### config.mk
export PLATFORM = sky130hd
export DESIGN_NAME = mon_access_gate
export DESIGN_NICKNAME = d
export VERILOG_FILES = /design/src/rtl/mon_gate_pkg.sv /design/src/rtl/mon_enc_match.sv /design/src/rtl/mon_priv_cascade.sv /design/src/rtl/mon_ec_select.sv /design/src/rtl/mon_uen_reg.sv /design/src/rtl/mon_user_gate.sv /design/src/rtl/mon_access_gate.sv
export SDC_FILE = /design/constraint.sdc
export NUM_CORES = 1
export LEC_CHECK = 0
export ABC_CLOCK_PERIOD_IN_PS = 1500
export BUFFER_PORTS_ARGS = -buffer_cell sky130_fd_sc_hd__buf_2
export CAP_MARGIN = 30
export CORE_AREA = 3 3 68 70
export DETAILED_ROUTE_END_ITERATION = 7
export DIE_AREA = 0 0 71 73
export PLACE_DENSITY = 0.71
export SLEW_MARGIN = 20
export SYNTH_ARGS = -nofsm -noshare
export SYNTH_HDL_FRONTEND = slang
export SYNTH_SLANG_ARGS = --single-unit
### constraint.sdc
create_clock -name clk -period 1.5 [get_ports clk]
set_clock_uncertainty 0.05 [all_clocks]
set_input_delay 0 -clock clk [delete_from_list [all_inputs] [get_ports clk]]
set_output_delay 0 -clock clk [all_outputs]
set_load 0.05 [all_outputs]
### src/rtl/mon_gate_pkg.sv
// Package: shared types and constants for the monitor user-enable access block.
// Assumes: privilege levels are encoded 0..3 in two bits.
package mon_gate_pkg;

    // Decoded system-register selector.
    typedef struct packed {
        logic [1:0] op0;
        logic [2:0] op1;
        logic [3:0] crn;
        logic [3:0] crm;
        logic [2:0] op2;
    } sysenc_t;

    // Outcome of the privilege cascade.
    typedef enum logic [1:0] {
        ACC_OK    = 2'd0,
        ACC_UNDEF = 2'd1,
        ACC_TRAP2 = 2'd2,
        ACC_TRAP3 = 2'd3
    } acc_res_e;

    localparam int EC_W  = 6;
    localparam int LVL_W = 2;

    localparam logic [EC_W-1:0] EC_SYS64    = 6'h18;
    localparam logic [EC_W-1:0] EC_CP_ONE   = 6'h03;
    localparam logic [EC_W-1:0] EC_CP_TWO   = 6'h04;

    localparam logic [LVL_W-1:0] LVL_USER = 2'd0;
    localparam logic [LVL_W-1:0] LVL_KERN = 2'd1;
    localparam logic [LVL_W-1:0] LVL_HYP  = 2'd2;
    localparam logic [LVL_W-1:0] LVL_MON  = 2'd3;

    localparam sysenc_t UEN_ENC = '{op0: 2'b11, op1: 3'b011, crn: 4'b1101,
                                    crm: 4'b0010, op2: 3'b011};

endpackage

### src/rtl/mon_enc_match.sv
// Module: compares the decoded encoding with one fixed selector.
// Assumes: the decoder presents the same field tuple for reads and writes.
module mon_enc_match
    import mon_gate_pkg::*;
#(
    parameter sysenc_t TARGET = UEN_ENC
) (
    input  sysenc_t enc,
    output logic    hit
);

    localparam int ENC_W = $bits(sysenc_t);

    logic [ENC_W-1:0] diff;

    // Purpose: flag each field bit that differs from the target.
    always_comb begin
        diff = enc ^ TARGET;
    end

    // Purpose: the selector matches when no bit differs.
    always_comb begin
        hit = (diff == '0);
    end

endmodule

### src/rtl/mon_priv_cascade.sv
// Module: fixed-priority decision for an access to the enable register.
// Assumes: inputs are stable within the cycle; clk/rst_n serve the checks only.
module mon_priv_cascade
    import mon_gate_pkg::*;
#(
    parameter bit IMPLEMENTED = 1'b1
) (
    input  logic             clk,
    input  logic             rst_n,
    input  logic [LVL_W-1:0] lvl,
    input  logic             is_write,
    input  logic             l2_enabled,
    input  logic             l3_present,
    input  logic             l2_trap_bit,
    input  logic             l3_trap_bit,
    input  logic             l3_undef_prio,
    input  logic             l3_undef_sel,
    output acc_res_e         res
);

    logic top_undef;   // rung 1: level-3 undefined outranks all
    logic l2_hit;      // rung 2: level-2 trap
    logic l3_hit;      // rung 3: level-3 trap or undefined

    // Purpose: evaluate each rung condition on its own.
    always_comb begin
        top_undef = l3_present && l3_undef_prio && l3_trap_bit;
        l2_hit    = l2_enabled && l2_trap_bit;
        l3_hit    = l3_present && l3_trap_bit;
    end

    // Purpose: walk the rungs in priority order for the current level.
    always_comb begin
        res = ACC_OK;
        if (!IMPLEMENTED) begin
            res = ACC_UNDEF;
        end else if (is_write && lvl == LVL_USER) begin
            res = ACC_UNDEF;
        end else begin
            unique case (lvl)
                LVL_USER, LVL_KERN: begin
                    if (top_undef)   res = ACC_UNDEF;
                    else if (l2_hit) res = ACC_TRAP2;
                    else if (l3_hit) res = l3_undef_sel ? ACC_UNDEF : ACC_TRAP3;
                    else             res = ACC_OK;
                end
                LVL_HYP: begin
                    if (top_undef)   res = ACC_UNDEF;
                    else if (l3_hit) res = l3_undef_sel ? ACC_UNDEF : ACC_TRAP3;
                    else             res = ACC_OK;
                end
                default: res = ACC_OK;
            endcase
        end
    end

    // the top level always completes when the register exists
    a_r7_top_level_ok: assert property (@(posedge clk) disable iff (!rst_n)
        (IMPLEMENTED && lvl == LVL_MON) |-> res == ACC_OK);

    // level 2 never yields a level-2 trap
    a_r7_hyp_no_self_trap: assert property (@(posedge clk) disable iff (!rst_n)
        (lvl == LVL_HYP) |-> res != ACC_TRAP2);

    // the undefined-priority rung wins below level 3
    a_r4_prio_undef: assert property (@(posedge clk) disable iff (!rst_n)
        (lvl != LVL_MON && l3_present && l3_undef_prio && l3_trap_bit) |-> res == ACC_UNDEF);

    // user-level writes never complete or trap
    a_r3_user_write: assert property (@(posedge clk) disable iff (!rst_n)
        (lvl == LVL_USER && is_write) |-> res == ACC_UNDEF);

endmodule

### src/rtl/mon_ec_select.sv
// Module: picks the exception class reported for a trap.
// Assumes: pair_xfer is only meaningful in 32-bit mode.
module mon_ec_select
    import mon_gate_pkg::*;
(
    input  logic            narrow_mode,
    input  logic            pair_xfer,
    output logic [EC_W-1:0] ec
);

    // Purpose: map execution mode and transfer width to a class code.
    always_comb begin
        if (!narrow_mode)   ec = EC_SYS64;
        else if (pair_xfer) ec = EC_CP_TWO;
        else                ec = EC_CP_ONE;
    end

endmodule

### src/rtl/mon_uen_reg.sv
// Module: storage for the user-enable register; one live bit, rest read zero.
// Assumes: wr_en is already qualified by the access decision.
module mon_uen_reg #(
    parameter int REG_W  = 64,
    parameter int EN_BIT = 0
) (
    input  logic             clk,
    input  logic             rst_n,
    input  logic             wr_en,
    input  logic             wr_bit,
    output logic [REG_W-1:0] rd_val,
    output logic             en
);

    logic en_q;

    // Purpose: hold the enable bit; cleared by reset, loaded on a completed write.
    always_ff @(posedge clk) begin
        if (!rst_n)     en_q <= 1'b0;
        else if (wr_en) en_q <= wr_bit;
    end

    // Purpose: build the read image, reserved positions fixed at zero.
    for (genvar gi = 0; gi < REG_W; gi++) begin : g_bits
        if (gi == EN_BIT) begin : g_live
            assign rd_val[gi] = en_q;
        end else begin : g_res0
            assign rd_val[gi] = 1'b0;
        end
    end

    assign en = en_q;

    // a write that did not complete keeps the bit
    a_r9_hold: assert property (@(posedge clk) disable iff (!rst_n)
        !wr_en |=> $stable(en_q));

    // a completed write lands one edge later
    a_r9_load: assert property (@(posedge clk) disable iff (!rst_n)
        wr_en |=> en_q == $past(wr_bit));

endmodule

### src/rtl/mon_user_gate.sv
// Module: decides whether a user-level counter access is pushed up a level.
// Assumes: ctr_acc is raised for counter-register accesses only.
module mon_user_gate
    import mon_gate_pkg::*;
(
    input  logic             clk,
    input  logic             rst_n,
    input  logic             en,
    input  logic [LVL_W-1:0] lvl,
    input  logic             ctr_acc,
    input  logic             l2_enabled,
    input  logic             route_to_l2,
    output logic             trap,
    output logic [LVL_W-1:0] trap_lvl
);

    // Purpose: trap user counter access while disabled, choose target.
    always_comb begin
        trap     = ctr_acc && (lvl == LVL_USER) && !en;
        trap_lvl = '0;
        if (trap) trap_lvl = (l2_enabled && route_to_l2) ? LVL_HYP : LVL_KERN;
    end

    // once enabled the gate is silent
    a_r10_enabled_quiet: assert property (@(posedge clk) disable iff (!rst_n)
        en |-> !trap);

    // a trap targets level 1 or 2 only
    a_r10_target_range: assert property (@(posedge clk) disable iff (!rst_n)
        trap |-> (trap_lvl == LVL_KERN || trap_lvl == LVL_HYP));

endmodule

### src/rtl/mon_access_gate.sv
// Module: top of the monitor user-enable block; ties decision, storage and gate.
// Assumes: inputs arrive from registers; outputs are combinational.
module mon_access_gate
    import mon_gate_pkg::*;
#(
    parameter int REG_W       = 64,
    parameter int EN_BIT      = 0,
    parameter bit IMPLEMENTED = 1'b1
) (
    input  logic             clk,
    input  logic             rst_n,
    input  logic [1:0]       cur_lvl,
    input  logic             l2_enabled,
    input  logic             l3_present,
    input  logic             l2_trap_bit,
    input  logic             l3_trap_bit,
    input  logic             l3_undef_prio,
    input  logic             l3_undef_sel,
    input  logic             route_to_l2,
    input  logic             narrow_mode,
    input  logic             pair_xfer,
    input  logic             acc_valid,
    input  logic             acc_write,
    input  logic [1:0]       enc_op0,
    input  logic [2:0]       enc_op1,
    input  logic [3:0]       enc_crn,
    input  logic [3:0]       enc_crm,
    input  logic [2:0]       enc_op2,
    input  logic [REG_W-1:0] wdata,
    input  logic             ctr_acc,
    output logic [REG_W-1:0] rdata,
    output logic             acc_undef,
    output logic             acc_trap,
    output logic [1:0]       acc_trap_lvl,
    output logic [5:0]       acc_ec,
    output logic             ctr_trap,
    output logic [1:0]       ctr_trap_lvl,
    output logic [5:0]       ctr_ec
);

    sysenc_t          enc;
    logic             enc_hit;
    logic             claimed;
    acc_res_e         res;
    logic [EC_W-1:0]  ec;
    logic             wr_ok;
    logic             rd_ok;
    logic [REG_W-1:0] reg_img;
    logic             en;
    logic [REG_W-1:0] wdata_unused_bits;

    // Purpose: gather the encoding fields into one selector.
    always_comb begin
        enc = '{op0: enc_op0, op1: enc_op1, crn: enc_crn, crm: enc_crm, op2: enc_op2};
    end

    mon_enc_match #(.TARGET(UEN_ENC)) u_match (
        .enc (enc),
        .hit (enc_hit)
    );

    mon_priv_cascade #(.IMPLEMENTED(IMPLEMENTED)) u_cascade (
        .clk           (clk),
        .rst_n         (rst_n),
        .lvl           (cur_lvl),
        .is_write      (acc_write),
        .l2_enabled    (l2_enabled),
        .l3_present    (l3_present),
        .l2_trap_bit   (l2_trap_bit),
        .l3_trap_bit   (l3_trap_bit),
        .l3_undef_prio (l3_undef_prio),
        .l3_undef_sel  (l3_undef_sel),
        .res           (res)
    );

    mon_ec_select u_ec (
        .narrow_mode (narrow_mode),
        .pair_xfer   (pair_xfer),
        .ec          (ec)
    );

    // Purpose: qualify the cascade result with a claimed access.
    always_comb begin
        claimed      = acc_valid && enc_hit;
        acc_undef    = claimed && (res == ACC_UNDEF);
        acc_trap     = claimed && (res == ACC_TRAP2 || res == ACC_TRAP3);
        acc_trap_lvl = '0;
        if (claimed && res == ACC_TRAP2) acc_trap_lvl = LVL_HYP;
        if (claimed && res == ACC_TRAP3) acc_trap_lvl = LVL_MON;
        acc_ec       = acc_trap ? ec : '0;
        wr_ok        = claimed && acc_write  && (res == ACC_OK);
        rd_ok        = claimed && !acc_write && (res == ACC_OK);
    end

    // Purpose: mark the reserved write bits as deliberately dropped.
    always_comb begin
        wdata_unused_bits         = wdata;
        wdata_unused_bits[EN_BIT] = 1'b0;
    end

    mon_uen_reg #(.REG_W(REG_W), .EN_BIT(EN_BIT)) u_reg (
        .clk    (clk),
        .rst_n  (rst_n),
        .wr_en  (wr_ok),
        .wr_bit (wdata[EN_BIT]),
        .rd_val (reg_img),
        .en     (en)
    );

    // Purpose: drive read data only for a completed read.
    always_comb begin
        rdata = rd_ok ? reg_img : '0;
    end

    mon_user_gate u_gate (
        .clk         (clk),
        .rst_n       (rst_n),
        .en          (en),
        .lvl         (cur_lvl),
        .ctr_acc     (ctr_acc),
        .l2_enabled  (l2_enabled),
        .route_to_l2 (route_to_l2),
        .trap        (ctr_trap),
        .trap_lvl    (ctr_trap_lvl)
    );

    // Purpose: report the class of a counter trap.
    always_comb begin
        ctr_ec = ctr_trap ? ec : '0;
    end

    // unclaimed encodings produce nothing
    a_r2_miss_quiet: assert property (@(posedge clk) disable iff (!rst_n)
        (acc_valid && !enc_hit) |-> (!acc_undef && !acc_trap && rdata == '0));

    // undefined and trap never coincide
    a_r6_exclusive: assert property (@(posedge clk) disable iff (!rst_n)
        !(acc_undef && acc_trap));

    // 64-bit traps report the system-access class
    a_r8_wide_class: assert property (@(posedge clk) disable iff (!rst_n)
        (acc_trap && !narrow_mode) |-> acc_ec == EC_SYS64);

    // reserved read positions stay zero
    a_r9_res0_read: assert property (@(posedge clk) disable iff (!rst_n)
        (rdata & ~(REG_W'(1) << EN_BIT)) == '0);

    // absent register makes every claimed access undefined
    a_r11_absent: assert property (@(posedge clk) disable iff (!rst_n)
        (!IMPLEMENTED && claimed) |-> acc_undef);

endmodule

==> results of run 1 <==
[layout make-up]
type / count / area [sq um]
inverter: 3 / 11.3
multi-input combinational: 103 / 607
sequential: 1 / 20.0
fill: 464 / 3070
tap: 50 / 62.6
timing repair buffer: 51 / 258
[cells in the mapped netlist]
cell type / instances
or4b_4: 1
inv_2: 1
nand2_2: 1
a21oi_2: 1
nor3_4: 1
and4_1: 1
nor4b_2: 2
nand4_2: 1
and3_2: 1
nand3_1: 1
dfxtp_1: 1
nand4bb_4: 1
conb_1: 1
nand2b_1: 2
and3_1: 1
inv_1: 2
nand4b_1: 1
a21oi_1: 1
nand4b_2: 2
mux2i_1: 1
nand2_1: 5
nor3b_2: 1
and3b_1: 1
a32o_1: 1
o311a_4: 1
or3b_4: 1
nor2_1: 7
buf_4: 69
nand3b_1: 2
[worst max-delay path by stage]
stage	to	slack [ps]	cells after the start
2_1_floorplan	acc_ec[4]	-250	5
3_3_place_gp	ctr_trap_lvl[1]	60	4
3_5_place_dp	ctr_trap_lvl[1]	50	4
4_1_cts	ctr_trap_lvl[1]	50	4
5_1_grt	ctr_trap_lvl[1]	9	4
6_report	ctr_trap_lvl[1]	60	4
[worst register-to-register path: stages, from the launching register on]
cell and delay (ps):
dfxtp_1 310, buf_4 110, nand2_1 40, mux2i_1 110
[through the flow]
stage          cell area (sq um)  TNS, ps  cells  power [W]
3_5_place_dp                 958        0    208   0.000506
5_1_grt                      958        0    208   0.000528
3_3_place_gp                 958        0    208   0.000503
6_report                     958        0    208   0.000509
2_1_floorplan               1160     -717    176   0.000577
4_1_cts                      958        0    208   0.000506
[power breakdown]
part	switching, W	internal [W]	leakage [nW]	total, W
clock	0	0	0	0
sequential	0.0000000000422	0.0000271	0.00805	0.0000271
combinational	0.000423	0.0000591	0.616	0.000482
total	0.000423	0.0000863	0.624	0.000509
[cells by family (layout without fill, tap and decap cells)]
logic type      count (synthesis)  after routing
compound gates                  4              4
simple gates                   33             33
mux                             1              1
buf+inv                        72             54
other cells                     1             65
flops                           1              1
[metal layers]
layer	up-vias	GRT usage, %	part of all wire (%)
met3	0	1.10	16
met4	0	0	0
li1	328	-	-
met5	-	0	0
met2	59	13.8	61
met1	306	4.91	23
==> flow_summary.json, run 1 <==
{
  "status": "finished clean",
  "p_per_area_nw_per_um2": 531,
  "setup_violations": 0,
  "slew_violations": 0,
  "synth_xor_area_share_pct": 0,
  "largest_reg_flops": 1,
  "critical-path-top-delay-family": "simple AND/OR/NAND/NOR gates",
  "yosys.area.top_type": "buf_4",
  "r2r_slack_ps": 800,
  "synth_top_family_by_area": "buffers and inverters",
  "layout_commonest_cell": "conb_1",
  "worstHoldStart": "wdata[0]",
  "ff2ff_path_depth": 3,
  "cts_setup_buffers": 0,
  "ys_seq_area_share_pct": 2.26,
  "area_growth_pct": 8.19,
  "holdWs_ps": 212,
  "worstPathArrival_ps": 1390,
  "critPathMaxStageDelay_ps": 600,
  "hold_depth": 3,
  "period_share_pct": 95.8,
  "synthMuxAreaShare_pct": 1.13,
  "yosysUniqueCellTypes": 29,
  "die_area_sq_um": 5180,
  "antenna_found_initial": 0,
  "netlist_instances": 112,
  "hpwlAfterDp_um": 1840,
  "ys_ff_latch": 1,
  "mostFrequentLayoutCells": "conb_1 (65), buf_2 (50), nand2_1 (5)",
  "dieHeight_um": 73,
  "ios": 179,
  "globalplace.congestion": 0.619,
  "crit_fanout": 5,
  "avgSynthCellArea_sq_um": 7.91,
  "core_sq_um": 4030,
  "wl_per_cell_um": 8.80,
  "synth_compound_area_share_pct": 5.08,
  "hold_end": "u_reg.en",
  "vias": 693,
  "cp.required_ps": 1450,
  "start_util_pct": 22.0,
  "critPathLaunch": "u_reg.en",
  "grt_start_max_net_pins": 7,
  "routed_wl_um": 1830,
  "grt_first_pass_wirelength_um": 2490,
  "cts_hold_buf": 0,
  "ys_warn_count": 0,
  "hold_path.class": "in2reg",
  "grt_pass1_vias": 575,
  "worstPathCellList": "or4b_4, inv_2, and3_4, buf_2",
  "drt.antenna.violating_nets": 0,
  "diodes": 0,
  "io_buffers": 50,
  "drc": 0,
  "insertion_delay_ps": 0,
  "hold_violations": 0,
  "synth-simple-area-share_pct": 31.4,
  "drv_cap": 0,
  "firstDrtPassIters": 2,
  "fin_util_pct": 23.8,
  "vdd_drop_max_v": 0.000131,
  "period_needed_ps": 1440,
  "layout-drive-gt1-share_pct": 44.9,
  "rsz0062_at_grt": "false",
  "synthAdderAreaFrac_pct": 0,
  "path_buf_inv": 2,
  "p_leak_nw": 0.624,
  "yosysTopAreaCellShare_pct": 58.5,
  "clkTransAtPathRegs_ps": 0,
  "yosys-top-cells-area": "buf_4 (58%), nand4b_2 (3.4%), nor4b_2 (3.4%)",
  "fmaxAchievable_ghz": 0.696,
  "dp_slack_ps": 47.3,
  "drtIter0Drc": 2,
  "rows": 23,
  "ctsResizeCount": 0,
  "mappedNetlistArea_sq_um": 886,
  "cpMaxStageDelayCell": "or4b_4",
  "worstReg2RegEnd": "u_reg.en",
  "setup_ws_ps": 63.2,
  "worst_r2r_startpoint": "u_reg.en",
  "viasPerCell": 3.33,
  "worstSetupPathType": "reg2out",
  "cp-start-kind": "flop",
  "die_x_um": 71,
  "grt_usage_pct": 5.78,
  "grt_overflow": 0,
  "finalNetCount": 256,
  "worstSetupEndpointType": "primary output"
}
(Power assumes the default switching activity.)
==> run 2, diff against run 1 <==
Settings changed: ABC_AREA from default to 1, CTS_CLUSTER_DIAMETER from default to 200, PLACE_DENSITY 0.71 to 0.72.
==> run 2 against run 1 <==
Compared with the run above: die area unchanged; hold slack got worse by 28 ps; wire length is 2.8% higher; cell count rose by 16%; flip-flop and latch count unchanged; critical path depth is 3 higher; synthesized area increased by 4.8%; setup slack better by 260 ps; sequential power about the same; first-iteration DRC count up 100%; register-to-register slack improved by 40 ps; fmax rose by 22%; critical endpoint is now rdata[0]; largest cell class unchanged; highest routed layer unchanged.
==> flow_summary.json, run 2 <==
{
  "status": "finished clean",
  "tns_ps": 0,
  "ios": 179,
  "drv_cap": 0,
  "die_x_um": 71,
  "grt_overflow": 0,
  "worstHoldStart": "rst_n",
  "p_per_area_nw_per_um2": 515,
  "ys_ff_latch": 1,
  "vias": 795,
  "yosys.area.top_type": "buf_4",
  "cp.required_ps": 1450,
  "ctsResizeCount": 0,
  "area_growth_pct": 8.63,
  "critPathLaunch": "enc_op1[2]",
  "finalNetCount": 290,
  "post_dp_cell_area_sq_um": 1010,
  "firstDrtPassIters": 4,
  "worstPathCellList": "buf_2, inv_1, nand4_1, nor2_1, nand3_1, nor4_2, buf_2",
  "vdd_drop_max_v": 0.000136,
  "slew_violations": 0,
  "rsz0062_at_grt": "false",
  "mappedNetlistArea_sq_um": 928,
  "async_flop_share_pct": 0,
  "avgSynthCellArea_sq_um": 6.32,
  "swShare_pct": 84.7,
  "largest_reg_flops": 1,
  "diodes": 0,
  "ys_warn_count": 0,
  "ys_dominant_reg_cell": "dfxtp_1",
  "yosys-top-cells-area": "buf_4 (56%), inv_1 (8.5%), nand2_1 (5.7%)",
  "period_needed_ps": 1180,
  "globalplace.congestion": 0.616,
  "worstReg2RegEnd": "u_reg.en",
  "layout-drive-gt1-share_pct": 38.0,
  "setup_violations": 0,
  "synth_edf_count": 0,
  "worstSetupPathType": "in2out",
  "cts_setup_buffers": 0,
  "antenna_found_initial": 0,
  "period_share_pct": 78.4,
  "synthTopCellsByCount": "buf_4 (69), inv_1 (21), nand2_1 (14), nand3_1 (10), nor2_1 (9)",
  "yosysMostFrequentCell": "buf_4",
  "worstPathArrival_ps": 1130,
  "yosysTopAreaCellShare_pct": 55.8,
  "endpoint": "rdata[0]",
  "fmaxAchievable_ghz": 0.850,
  "p_comb_share_pct": 94.8,
  "n_fill_cell": 465,
  "viasPerCell": 3.29,
  "io_buffers": 50,
  "cts_hold_buf": 0,
  "p_leak_nw": 0.685,
  "grt_start_max_net_pins": 7,
  "mostFrequentLayoutCells": "conb_1 (65), buf_2 (50), inv_1 (20)",
  "pwr-share-clk_pct": 0,
  "routed_wl_um": 1880,
  "netlist_instances": 147,
  "insertion_delay_ps": 0,
  "dieHeight_um": 73,
  "start_util_pct": 23.0,
  "core_sq_um": 4030,
  "wl_per_cell_um": 7.78,
  "cpMostUsedCell": "buf_2",
  "drtIter0Drc": 4,
  "crit_fanout": 2,
  "layout_commonest_cell": "conb_1",
  "hold_violations": 0,
  "worst_r2r_startpoint": "u_reg.en",
  "grt_first_pass_wirelength_um": 2500,
  "fin_area_sq_um": 1010,
  "worstSetupEndpointType": "primary output",
  "grt_usage_pct": 5.66,
  "fin_util_pct": 25.0,
  "hold_path.class": "in2reg",
  "r2r_slack_ps": 840,
  "ys_seq_area_share_pct": 2.16,
  "hpwlAfterDp_um": 1870,
  "cp-start-kind": "input pin",
  "grt_pass1_vias": 638,
  "clkTransAtPathRegs_ps": 0,
  "drc": 0,
  "power.switching_w": 0.000440,
  "p_int_w": 0.0000797,
  "cpMaxStageDelayCell": "buf_2",
  "rows": 23,
  "die_area_sq_um": 5180,
  "ff2ff_path_depth": 2,
  "power.share.sequential_pct": 5.2,
  "yosysUniqueCellTypes": 19,
  "critPathMaxStageDelay_ps": 310,
  "drt.antenna.violating_nets": 0
}
## run 2: cell count changes after synthesis, moves of 2 or more
cell	change
nor3_2	+2
nand2_1	+9
inv_1	+19
nand3b_1	-2
nand3_1	+9
nor3_1	+3
nor2_1	+2
nor2_4	+2
nand2b_1	-2
nor2_2	+4
nor4b_2	-2
nand4b_2	-2
nand4_1	+2
## run 2: worst min-delay path by stage
stage                     slack (ps)  cells after the start   endpoint
after floorplan                    7                      1  ctr_ec[3]
after global placement           170                      3   u_reg.en
after detailed placement         190                      3   u_reg.en
after CTS                        190                      3   u_reg.en
after global routing             210                      3   u_reg.en
final                            180                      3   u_reg.en
## run 2: cell families after synthesis
group	after synthesis	share of synthesized area, %
other	1	0.404
DFF	1	2.16
AOI/OAI and AO/OA	3	2.02
and+or+nand+nor	50	30.3
buffers and inverters	92	65.1
## run 2: final cells by class
type	instances	area, sq um	share of cell area (%)
well taps	50	62.6	6.20
inverters	23	86.3	8.56
repair buffers	50	250	24.8
flip-flops and latches	1	21.3	2.11
multi-input cells	118	588	58.3
## run 2: critical path: cells and delay by family
family	cells	cell delay [ps]
buffers and inverters	3	450
AND/OR/NAND/NOR	4	680
## run 2: per-layer routing
layer	up-vias	global-route usage, %	wire (um)	share of wire (%)
met5	-	0	0	0
met2	61	12.8	1050	56
met1	331	5.07	495	26
met3	0	1.65	333	18
li1	403	-	-	-
met4	0	0	0	0
## run 2: per-stage QoR
| step | hold WS (ps) | cells | setup WS, ps | power [W] |
|---|---|---|---|---|
| global route | 211 | 242 | 183 | 0.000543 |
| floorplan | 7.19 | 211 | -124 | 0.000591 |
| finish | 184 | 242 | 324 | 0.000520 |
| detailed placement | 186 | 242 | 290 | 0.000517 |
| global placement | 171 | 242 | 326 | 0.000513 |
| CTS | 186 | 242 | 290 | 0.000517 |
## run 2: power groups by stage
stage	combinational, W	clock [W]	sequential [W]
after floorplan	0.000564	0	0.0000271
after global placement	0.000486	0	0.0000271
after detailed placement	0.000489	0	0.0000271
after CTS	0.000490	0	0.0000271
after global routing	0.000516	0	0.0000271
final	0.000493	0	0.0000271
